`src/rtl/etu_timer.sv`:
```
module etu_timer #(
  parameter int DIV_W = 8
) (
  input  logic             clk,
  input  logic             rst_n,
  input  logic             clk_en,
  input  logic             restart,
  input  logic [DIV_W-1:0] divider,
  input  logic             psc_sel,
  input  logic             half_mode,
  input  logic             clk_is_xtal,
  output logic             etu_tick,
  output logic             half_tick
);
  localparam int LEN_W = DIV_W + 5;

  logic [LEN_W-1:0] div_ext, full_len, next_len, len_q, cnt_q, mid_pt;
  logic running, at_end, at_mid, fire_ok;

  assign div_ext  = LEN_W'(divider);
  assign full_len = psc_sel ? (div_ext << 5) : ((div_ext << 5) - div_ext);
  assign next_len = (half_mode && !clk_is_xtal) ? (full_len >> 1) : full_len;

  assign running = (len_q != '0);
  assign mid_pt  = len_q >> 1;
  assign at_end  = running && (cnt_q == len_q - 1'b1);
  assign at_mid  = running && (mid_pt != '0) && (cnt_q == mid_pt - 1'b1);
  assign fire_ok = clk_en && !restart;

  assign etu_tick  = fire_ok && at_end;
  assign half_tick = fire_ok && at_mid;

  always_ff @(posedge clk or negedge rst_n) begin
    if (!rst_n) begin
      cnt_q <= '0;
      len_q <= '0;
    end else if (restart || !running) begin
      cnt_q <= '0;
      len_q <= next_len;
    end else if (clk_en) begin
      if (at_end) begin
        cnt_q <= '0;
        len_q <= next_len;
      end else begin
        cnt_q <= cnt_q + 1'b1;
      end
    end
  end

  a_r10_exclusive: assert property (@(posedge clk) disable iff (!rst_n)
    !(etu_tick && half_tick));
  a_r5_idle_quiet: assert property (@(posedge clk) disable iff (!rst_n)
    !running |-> !etu_tick && !half_tick);
  a_r2_count_in_range: assert property (@(posedge clk) disable iff (!rst_n)
    running |-> cnt_q < len_q);
  a_r7_restart_clears: assert property (@(posedge clk) disable iff (!rst_n)
    restart |=> cnt_q == '0);
  a_r9_hold_when_off: assert property (@(posedge clk) disable iff (!rst_n)
    (running && !clk_en && !restart) |=> $stable(cnt_q) && $stable(len_q));
  a_r6_len_held_mid_etu: assert property (@(posedge clk) disable iff (!rst_n)
    (running && !restart && !etu_tick) |=> $stable(len_q));
  a_r9_tick_needs_enable: assert property (@(posedge clk) disable iff (!rst_n)
    (etu_tick || half_tick) |-> clk_en);
endmodule

```
`config.mk`:
```
export PLATFORM = sky130hd
export DESIGN_NAME = etu_timer
export DESIGN_NICKNAME = d
export VERILOG_FILES = /design/src/rtl/etu_timer.sv
export SDC_FILE = /design/constraint.sdc
export NUM_CORES = 1
export LEC_CHECK = 0
export ABC_AREA = 1
export BUFFER_PORTS_ARGS = -buffer_cell sky130_fd_sc_hd__buf_4
export CAP_MARGIN = 20
export CORE_MARGIN = 3
export CORE_UTILIZATION = 56
export DETAILED_ROUTE_END_ITERATION = 8
export GPL_ROUTABILITY_DRIVEN = 0
export HOLD_SLACK_MARGIN = 0.1
export PLACE_DENSITY = 0.77
export SETUP_SLACK_MARGIN = 0.2
export SLEW_MARGIN = 20
export SYNTH_ARGS = -nofsm -noshare
export SYNTH_HDL_FRONTEND = slang
export SYNTH_SLANG_ARGS = --single-unit
```
`constraint.sdc`:
```
create_clock -name clk -period 2.2 [get_ports clk]
set_clock_uncertainty 0.1 [all_clocks]
set_input_delay 0.22 -clock clk [delete_from_list [all_inputs] [get_ports clk]]
set_output_delay 0.22 -clock clk [all_outputs]
set_load 0.03 [all_outputs]
```
### After elaboration in Yosys (flattened, before gate mapping)

Index checks and enable logic that the tools add are counted.

| cells by class | value |
|---|---|
| reduce and logical (&&, ||, !) cells | 16 |
| eq/ne operators | 2 |
| mux-type cells | 8 |
| add/sub/neg operators | 4 |

Operator list:

| operator | count |
|---|---|
| $mux 13 | 8 |
| $eq 13x13->1 | 2 |
| $reduce_bool 13->1 | 2 |
| $add 13x1->13 const B | 1 |
| $sub 12x1->13 const B | 1 |
| $sub 13x1->13 const B | 1 |
| $sub 13x8->13 | 1 |
| $logic_and 1x1->1 | 7 |
| $reduce_bool 2->1 | 2 |
| $logic_not 1->1 | 3 |
| $reduce_and 2->1 | 1 |
| $logic_or 1x1->1 | 1 |

| storage, ports and cells | value |
|---|---|
| word-level logic and storage cells | 32 |
| register bits | 26 |

### Logic depth before layout (Yosys ltp)

Gate-level depths: netlist (run 1).

| logic depth | value |
|---|---|
| depth after elaboration | 6 |
| mapped depth | 16 |
| mapped depth without buffers | 15 |

### Worst setup path before layout (run 1)

No wires, ideal clock.

| timing path | value |
|---|---|
| path kind | register to output |
| start | register len_q[1] |
| end | output port etu_tick |
| required time | 1.880 ns |
| path buffers | 0 |
| path slack | -0.266 ns |
| arrival | 2.146 ns |
| cell stages (with the launch flop) | 15 |
| path through | dfrtp_1 inv_1 ha_1 inv_2 nor2_2 nand2_1 nand2_1 nand2_1 nand2_1 nand2_1 nor2_1 nand3_2 inv_1 nand2_1 nor3_1 |

| between the ends | value |
|---|---|
| cells in the longest elaborated chain, start to end | 4 |
| elaborated cells on any way between the ends | 5 |
| classes of those cells | 1 x add/sub; 1 x eq/ne; 3 x reduce/logical |

Ends and longest elaborated chain:

| element | RTL line | RTL |
|---|---|---|
| start, declared | 17 | `logic [LEN_W-1:0] div_ext, full_len, next_len, len_q, cnt_q, mid_pt;` |
| start signal, assigned | 39 | `len_q <= next_len;` |
| start signal, assigned | 43 | `len_q <= next_len;` |
| $sub 13x1->13 | 26 | `assign at_end = running && (cnt_q == len_q - 1'b1);` |
| $eq 13x13->1 | 26 |  |
| $logic_and 1x1->1 * | 26 |  |
| $logic_and 1x1->1 * | 30 | `assign etu_tick = fire_ok && at_end;` |
| end, declared | 12 | `output logic etu_tick,` |

Mark *: on every way between the ends. The rest lies on a longest branch, timed or not.

### Worst setup path in the final report (run 1)

| timing path | value |
|---|---|
| start | register len_q[2] |
| end | output port half_tick |

| between the ends | value |
|---|---|
| cells in the longest elaborated chain, start to end | 4 |
| elaborated cells on any way between the ends | 7 |
| classes of those cells | 1 x add/sub; 1 x eq/ne; 5 x reduce/logical |

Ends and longest elaborated chain:

| element | RTL line | RTL |
|---|---|---|
| $sub 12x1->13 (tied with other cells) | 27 | `assign at_mid = running && (mid_pt != '0) && (cnt_q == mid_pt - 1'b1);` |
| $eq 13x13->1 / $logic_and 1x1->1 (equally long branches) | 27 |  |
| $logic_and 1x1->1 * | 27 |  |
| $logic_and 1x1->1 * | 31 | `assign half_tick = fire_ok && at_mid;` |
| end, declared | 13 | `output logic half_tick` |

Marks and branches as above.

==> out/qor.yml, run 1 <==
portBuffers: 16
drc_errors: 0
ys_seq_area_share_pct: 24.30
rows: 24
max_slew_margin_pct: 73.77
post-place-ws_ps: -146.3
yosys_warnings: 0
slew_violations: 0
clk_pin_slew_ps: 80
drive_above_1_share_pct: 24.84
die_w_um: 75.15
final.min_clock_period_ps: 2527
rsz0062_at_grt: "yes"
async_flop_share_pct: 100.0
dr_total_vias: 2901
synthesis.area_um2: 2678
grt_max_degree: 27
peakVddDrop_mv: 0.4922
root_buffer: "clkbuf_8"
fin_crit_sh_pct: 114.9
timing.hold.ws_ps: 177.5
wl_per_cell_um: 14.26
finalNetCount: 503
setup.worst_path.class: "reg2out"
violations: "negative setup slack"
vias_per_cell: 5.463
initial_core_util_pct: 59.84
hold_class: "in2reg"
worst_pin_slew_ps: 389.8
power_density_nw_per_um2: 557.0
dieArea_um2: 5647
final_cells: 531
n_antenna_cell: 0
top_usage_layer: "met2"
critPathMaxFanout: 3
slowest_delay_ps: 430
place_hpwl_um: 5520
placed_cells: 511
critPathSlowestCell: "dfrtp_1"
ys.flop_type: "dfrtp_1"
core_um2: 4474
drt_iter0_markers: 170
layout_commonest_cell: "nand2_1"
synthesis.nets: 453
ys_ff_latch: 26
clk_path_buf_depth: 2
cp_cell_sequence: "buf_6 -> inv_4 -> ha_4 -> inv_4 -> nor2_4 -> xor2_1 -> nand2_1 -> nor4_4 -> buf_4 -> nand3b_1 -> nor2_4 -> buf_6"
drtAntennaViolNets: 0
status: "finished, violations left"
grt_overflow_total: 0
dpl_cell_area_um2: 3029
leakagePower_nw: 1.804
synth_top_area_share_pct: 24.30
grt_use_met3_pct: 3.338
grt_pass1_vias: 2671
worstPathRequired_ps: 1880
synth_area_leaders: "dfrtp_1 24%, nand2_1 19%, nand3_1 8.6%, inv_1 7.3%, xor2_1 6.5%"
total_power_w: 0.001932
syn2layout_area_growth_pct: 29.53
avgSynthCellArea_um2: 6.227
pin_count: 17
setup_viol: 27
crit_arrival_ps: 2210
synth_cells: 430
grt_pass1_wl_um: 11990
cap_viol_max_count: 0
antenna_found_initial: 0
layout_common_cells: "125 x nand2_1, 48 x inv_1, 43 x nand3_1, 42 x buf_4, 34 x nor2_1"
fp.dieH_um: 75.15
grtUsageMet2_pct: 48.16
max_clock_freq_mhz: 395.7
gr-usage-met1_pct: 36.00
synth_edf_count: 0
fin_area_um2: 3468
cts_tree: "done"
drt-pass1-iter-count: 4
clock_sinks: 26
yosysUniqueCellTypes: 32
cts_made_buffers: 3
clk_latency_ps: 270
globalRouteTotalUtil_pct: 27.54
synth_area_leader_cell: "dfrtp_1"
cp-start-kind: "register"
endpoint_kind: "output pin"
finalWorstSetupSlack_ps: -327.1
hold_viol: 0
routed_wirelength_um: 7574
h-tree-depth: 1
[synth_stat cells, types with 2 or more instances]
cell type and instances:
nand2_1 136, inv_1 52, nand3_1 46, nor2_1 41, dfrtp_1 26, xor2_1 20, a21oi_1 18, o21ai_0 17
xnor2_1 9, ha_1 8, nand4_1 7, nor3_1 6, nor2_2 5, buf_2 4, or2_2 4, buf_6 3
clkbuf_1 3, nand2_2 3, nand3_2 3, nor4_1 3, buf_4 2, inv_2 2, nor2_4 2, o211ai_1 2
[timing repair]
item / CTS / global route
setup endpoints to repair: 28 / 28
hold buffers: 1 / 0
resized for setup: 21 / 35
cloned: 2 / 1
pin swaps: 12 / 11
endpoints found under the hold margin: 26 / 0
buffers inserted: 6 / 6
[registers in the layout, indices dropped and copies added (netlist names)]
name and cells:
len_q 13, cnt_q 13
[power breakdown]
part,internal (W),total [W],switching (W)
clock network,0.000244,0.000397,0.000154
registers,0.000518,0.000579,0.0000611
logic,0.000402,0.000955,0.000553
total,0.00116,0.00193,0.000768
[worst paths after layout]
path	start	end	slack, ps	cells past startpoint
setup / recovery	len_q[2]	half_tick	-330	12
hold / removal	clk_en	cnt_q[1]	180	3
setup reg to reg	len_q[2]	len_q[3]	-300	16
hold reg to reg	cnt_q[1]	cnt_q[1]	530	2
max in group asynchronous	rst_n	len_q[3]	1420	2
min in group asynchronous	rst_n	cnt_q[6]	300	2
[area by class of cell]
type | count | area [um^2]
clock buffer | 3 | 41.29
clock inverter | 1 | 30.03
fill | 343 | 1006
inverter | 55 | 211.5
multi-input combinational | 338 | 1963
sequential | 26 | 651.9
tap | 52 | 65.06
timing repair buffer | 56 | 505.5
[per-stage QoR]
stage                     setup TNS, ps  util, %
after CTS                         -2594    72.93
after floorplan                       0        -
after global routing              -8331    77.52
final                             -5933    77.52
after global placement           -151.2    67.70
after detailed placement         -162.8    67.70
[per-layer routing]
| layer | up-vias | part of all wire (%) |
|---|---|---|
| met5 | - | 0 |
| met4 | 0 | 3.1 |
| met3 | 21 | 3.6 |
| met2 | 70 | 49 |
| met1 | 1348 | 44 |
| li1 | 1462 | - |
[critical path, delay by kind of cell, from the launching register on]
kind                     cells  cell delay, ps
XOR/XNOR                     1             190
adder cells (fa/ha/maj)      1             170
buffers and inverters        5             520
flip-flops                   1             430
AND/OR/NAND/NOR              5             620
[logic make-up after synthesis]
family,share of synthesized area (%)
flip-flops,24.30
AND/OR/NAND/NOR,42.34
buffers and inverters,10.70
adder cells (fa/ha/maj),3.738
XOR/XNOR,10.33
AO/OA/AOI/OAI,8.598
(Power assumes the default switching activity.)
==> inputs of run 2 (changes only) <==
--- a/config.mk
+++ b/config.mk
@@ -6,14 +6,14 @@
 export NUM_CORES = 1
 export LEC_CHECK = 0
 export ABC_AREA = 1
-export BUFFER_PORTS_ARGS = -buffer_cell sky130_fd_sc_hd__buf_4
+export BUFFER_PORTS_ARGS = -buffer_cell sky130_fd_sc_hd__buf_2
 export CAP_MARGIN = 20
 export CORE_MARGIN = 3
 export CORE_UTILIZATION = 56
 export DETAILED_ROUTE_END_ITERATION = 8
 export GPL_ROUTABILITY_DRIVEN = 0
 export HOLD_SLACK_MARGIN = 0.1
-export PLACE_DENSITY = 0.77
+export PLACE_DENSITY = 0.89
 export SETUP_SLACK_MARGIN = 0.2
 export SLEW_MARGIN = 20
 export SYNTH_ARGS = -nofsm -noshare
==> out/qor.yml, run 2 (synthesis results as in run 1) <==
max_slew_margin_pct: 59.17
grt_overflow_total: 0
min_path_cells: 3
hold_class: "in2reg"
clk_latency_ps: 280
critPathMaxFanout: 7
placed_cells: 500
clk_path_buf_depth: 2
hold_end: "cnt_q[1]"
wl_per_cell_um: 16.54
dpl_cell_area_um2: 2907
fin_area_um2: 3512
p_int_w: 0.001031
rsz0062_at_grt: "yes"
rows: 24
layout_commonest_cell: "nand2_1"
power_switching_w: 0.0007987
cp-start-kind: "register"
dr_total_vias: 3101
root_buffer: "clkbuf_8"
clk_pin_slew_ps: 100
hold_viol: 0
total_power_w: 0.001830
fin_crit_sh_pct: 114.7
setup_viol: 26
r2r_end: "len_q[10]"
final.min_clock_period_ps: 2523
core_um2: 4474
fp.dieH_um: 75.15
final_cells: 524
clock_sinks: 26
peakVddDrop_mv: 0.2532
cts_tree: "done"
die_w_um: 75.15
post-place-ws_ps: -49.11
violations: "negative setup slack"
power.share.sequential_pct: 33.3
holdCritStartpoint: "clk_en"
routed_wirelength_um: 8665
globalRouteTotalUtil_pct: 30.49
seqCellArea_um2: 655.6
crit_arrival_ps: 2590
timing.hold.ws_ps: 134.4
multi_input_area_um2: 2072
switching_share_pct: 43.64
grt_pass1_wl_um: 13170
n_antenna_cell: 0
reg2reg_slack_ps: -320
finalWorstSetupSlack_ps: -322.8
n_fill_cell: 288
antenna_found_initial: 0
place_hpwl_um: 5347
cts_made_buffers: 3
leakagePower_nw: 1.771
initial_core_util_pct: 59.84
drtAntennaViolNets: 0
reg2regPathDepth: 17
dieArea_um2: 5647
comb_power_share_pct: 51.4
grt_max_degree: 27
slew_violations: 0
portBuffers: 16
syn2layout_area_growth_pct: 31.17
drive_above_1_share_pct: 30.08
clkPwrFrac_pct: 15.3
grt_pass1_vias: 2842
max_clock_freq_mhz: 396.4
cap_viol_max_count: 0
finalNetCount: 497
worstPathRequired_ps: 2270
top_regs: "cnt_q: 13 flops, len_q: 13 flops"
pin_count: 17
endpoint_kind: "register"
drc_errors: 0
drt_iter0_markers: 285
power_density_nw_per_um2: 521.1
r2r_start: "len_q[1]"
status: "finished, violations left"
drt-pass1-iter-count: 5
vias_per_cell: 5.918
h-tree-depth: 1
setup.worst_path.class: "reg2reg"
layout_common_cells: "116 x nand2_1, 45 x inv_1, 35 x nand3_1, 32 x nor2_1, 22 x dfrtp_1"
worst_pin_slew_ps: 612.4
## run 2: changes by cell type in the layout (fill, tap and decap cells not counted), moves of 5 or more
| cell | change |
|---|---|
| a21oi_1 | -5 |
| buf_2 | +14 |
| buf_4 | -23 |
| nand2_1 | -9 |
| nand2_2 | +7 |
| nand3_1 | -8 |
| nand3_2 | +8 |
## run 2: how the worst max path moves through the flow
stage / start / endpoint
6_report: len_q[1] / len_q[10]
5_1_grt: len_q[1] / len_q[6]
4_1_cts: len_q[2] / half_tick
3_5_place_dp: len_q[5] / half_tick
3_3_place_gp: len_q[1] / etu_tick
2_1_floorplan: len_q[1] / etu_tick
## run 2: what timing repair did
item	in CTS	in global routing
hold endpoints to repair	26	0
endpoints found under the setup margin	28	28
pin swaps	20	26
gates resized for setup	64	34
setup buffers	13	4
hold buffers	1	0
gates cloned	3	0
## run 2: critical path, stage by stage, from the launching register on
cell and delay, ps:
dfrtp_1 410, inv_2 130, ha_4 220, nand2_1 80, inv_1 50, nor2_1 110
nand2_1 70, nor2_1 90, nand3_1 100, nor2_2 130, nand3_2 100, buf_6 140
o21ai_4 170, buf_12 160, buf_12 110, nand2_8 90, nand2_1 90, nand2_1 50
## run 2: through the flow
step / TNS [ps] / utilization [%]
2_1_floorplan: 0 / -
3_3_place_gp: 0 / 64.96
3_5_place_dp: -94.64 / 64.96
4_1_cts: -1843 / 75.59
5_1_grt: -9490 / 78.50
6_report: -7084 / 78.50
## run 2: final cells by class
| cell class | instances | area share [%] |
|---|---|---|
| inverter | 55 | 5.949 |
| clock buffer | 3 | 1.176 |
| tap | 52 | 1.853 |
| timing repair buffer | 50 | 13.36 |
| sequential | 26 | 18.67 |
| multi-input combinational | 338 | 59.00 |
## run 2: per-layer routing
layer	share of wire (%)	routed length, um	GRT usage (%)
met1	38	3309	36.04
met2	51	4413	55.13
met4	3.0	257	13.98
met5	0	0	0
met3	7.9	684	3.204
## run 2: power groups by stage
stage	combinational [W]	sequential (W)	clock (W)
2_1_floorplan	0.000563	0.000567	0
3_3_place_gp	0.000686	0.000596	0
3_5_place_dp	0.000707	0.000600	0
4_1_cts	0.000848	0.000594	0.000273
5_1_grt	0.00102	0.000613	0.000298
6_report	0.000941	0.000610	0.000279
==> inputs of run 3 (changes only) <==
--- a/config.mk
+++ b/config.mk
@@ -8,14 +8,15 @@
 export ABC_AREA = 1
 export BUFFER_PORTS_ARGS = -buffer_cell sky130_fd_sc_hd__buf_2
 export CAP_MARGIN = 20
+export CELL_PAD_IN_SITES_DETAIL_PLACEMENT = 0
+export CELL_PAD_IN_SITES_GLOBAL_PLACEMENT = 1
 export CORE_MARGIN = 3
-export CORE_UTILIZATION = 56
+export CORE_UTILIZATION = 39
 export DETAILED_ROUTE_END_ITERATION = 8
 export GPL_ROUTABILITY_DRIVEN = 0
 export HOLD_SLACK_MARGIN = 0.1
 export PLACE_DENSITY = 0.89
 export SETUP_SLACK_MARGIN = 0.2
-export SLEW_MARGIN = 20
 export SYNTH_ARGS = -nofsm -noshare
 export SYNTH_HDL_FRONTEND = slang
 export SYNTH_SLANG_ARGS = --single-unit
==> out/qor.yml, run 3 (synthesis results as in run 1) <==
antenna_found_initial: 0
power_density_nw_per_um2: 531.0
crit_cells: 14
cp-start-kind: "register"
place_hpwl_um: 5647
clock_sinks: 26
die_w_um: 88.86
power.share.sequential_pct: 33.0
p_int_w: 0.001062
total_power_w: 0.001796
layout_common_cells: "126 x nand2_1, 47 x inv_1, 43 x nand3_1, 32 x nor2_1, 30 x buf_4"
power_switching_w: 0.0007343
crit_family: "buffers and inverters"
routed_wirelength_um: 7246
h-tree-depth: 1
violations: "negative setup slack"
hold_viol: 0
timing.hold.ws_ps: 125.3
root_buffer: "clkbuf_8"
max_slew_margin_pct: 61.67
leakagePower_nw: 1.762
vias_per_cell: 5.077
max_clock_freq_mhz: 413.4
setup.worst_path.class: "reg2reg"
peakVddDrop_mv: 0.2189
critPathSlowestCell: "dfrtp_1"
portBuffers: 16
critPathMaxFanout: 5
layout_commonest_cell: "nand2_1"
r2r_start: "len_q[1]"
rows: 29
drive_above_1_share_pct: 24.06
cpMostUsedCell: "nand2_1"
grt_pass1_wl_um: 12300
rsz0062_at_grt: "yes"
top_regs: "cnt_q: 13 flops, len_q: 13 flops"
slew_violations: 0
cts_tree: "done"
dieArea_um2: 7896
clkPwrFrac_pct: 17.5
pin_count: 17
worst-path-buf-inv: 4
syn2layout_area_growth_pct: 26.35
switching_share_pct: 40.88
slowest_delay_ps: 410
worstSetupStartpoint: "len_q[1]"
cp_cell_sequence: "inv_2 -> ha_4 -> nand2_2 -> nor2_4 -> nand3_1 -> nand2_1 -> nand2_1 -> nor2_2 -> nand3_2 -> buf_4 -> o21ai_4 -> buf_12 -> bufbuf_16 -> a21oi_1"
drt-pass1-iter-count: 4
clk_pin_slew_ps: 90
grt_overflow_total: 0
finalWorstSetupSlack_ps: -219.0
finalNetCount: 502
cp-endpoint: "cnt_q[10]"
status: "finished, violations left"
hold_class: "in2reg"
placed_cells: 530
fin_crit_sh_pct: 110.0
final.min_clock_period_ps: 2419
reg2regPathDepth: 14
r2r_end: "cnt_q[10]"
setup_viol: 26
core_um2: 6495
grt_pass1_vias: 2694
comb_power_share_pct: 49.4
dr_total_vias: 2818
fp.dieH_um: 88.86
worst_pin_slew_ps: 574.9
wl_per_cell_um: 13.06
drt_iter0_markers: 162
endpoint_kind: "register"
globalRouteTotalUtil_pct: 19.63
clk_latency_ps: 270
drtAntennaViolNets: 0
clk_path_buf_depth: 2
worstPathRequired_ps: 2270
reg2reg_slack_ps: -220
holdCritStartpoint: "clk_en"
final_cells: 555
cts_made_buffers: 3
cap_viol_max_count: 0
drc_errors: 0
crit_arrival_ps: 2490
initial_core_util_pct: 41.23
n_antenna_cell: 0
grt_max_degree: 27
[run 3: cell types whose count changed in the layout (fill, tap and decap cells not counted), sizes merged]
| cell | previous run | this run |
|---|---|---|
| bufbuf | 0 | 1 |
| clkbuf | 3 | 4 |
| buf | 49 | 53 |
[run 3: cell type report]
| cell class | instances | area (um^2) |
|---|---|---|
| tap | 77 | 96.34 |
| inverter | 55 | 209.0 |
| fill | 650 | 3112 |
| sequential | 26 | 653.1 |
| multi-input combinational | 338 | 1918 |
| timing repair buffer | 55 | 451.7 |
| clock buffer | 4 | 55.05 |
[run 3: stage by stage]
stage / TNS, ps / utilization [%] / worst slack, ps / area (um^2)
2_1_floorplan: 0 / - / 95.13 / 2740
3_3_place_gp: -78.77 / 45.81 / -64.66 / 2975
3_5_place_dp: -248.8 / 45.81 / -82.27 / 2975
4_1_cts: -3470 / 50.88 / -205.0 / 3304
5_1_grt: -7031 / 52.09 / -319.1 / 3383
6_report: -4042 / 52.09 / -219.0 / 3383
[run 3: routing by layer]
layer	routed length (um)	vias to the layer above	track usage (%)
met2	3545	63	34.82
li1	-	1464	-
met4	133	0	5.495
met3	217	14	0.5587
met1	3350	1277	26.05
met5	0	-	0
[run 3: worst register-to-register path, cell delays in order, from the launching register on]
cell and delay, ps:
dfrtp_1 410, inv_2 120, ha_4 180, nand2_2 80, nor2_4 150, nand3_1 90
nand2_1 80, nand2_1 60, nor2_2 90, nand3_2 130, buf_4 170, o21ai_4 190
buf_12 160, bufbuf_16 260, a21oi_1 60
[run 3: how the worst min path moves through the flow]
| stage | endpoint | cells past startpoint |
|---|---|---|
| 3_5_place_dp | cnt_q[1] | 1 |
| 6_report | cnt_q[1] | 3 |
| 4_1_cts | cnt_q[1] | 3 |
| 2_1_floorplan | cnt_q[0] | 0 |
| 3_3_place_gp | cnt_q[0] | 1 |
| 5_1_grt | cnt_q[0] | 3 |
[run 3: repair_timing]
action                                  CTS  global route
pin swaps                                18            10
setup buffers                            14             4
hold endpoints to repair                 26             0
endpoints found under the setup margin   28            28
hold buffers                              1             0
resized for setup                        31            14
gates cloned                              2             0
[run 3: power by group through the flow]
stage	Combinational [W]	Clock (W)	Sequential (W)
after detailed placement	0.000730	0	0.000600
after global placement	0.000720	0	0.000597
after CTS	0.000843	0.000322	0.000591
after floorplan	0.000563	0	0.000567
after global routing	0.000990	0.000345	0.000600
final	0.000888	0.000315	0.000594
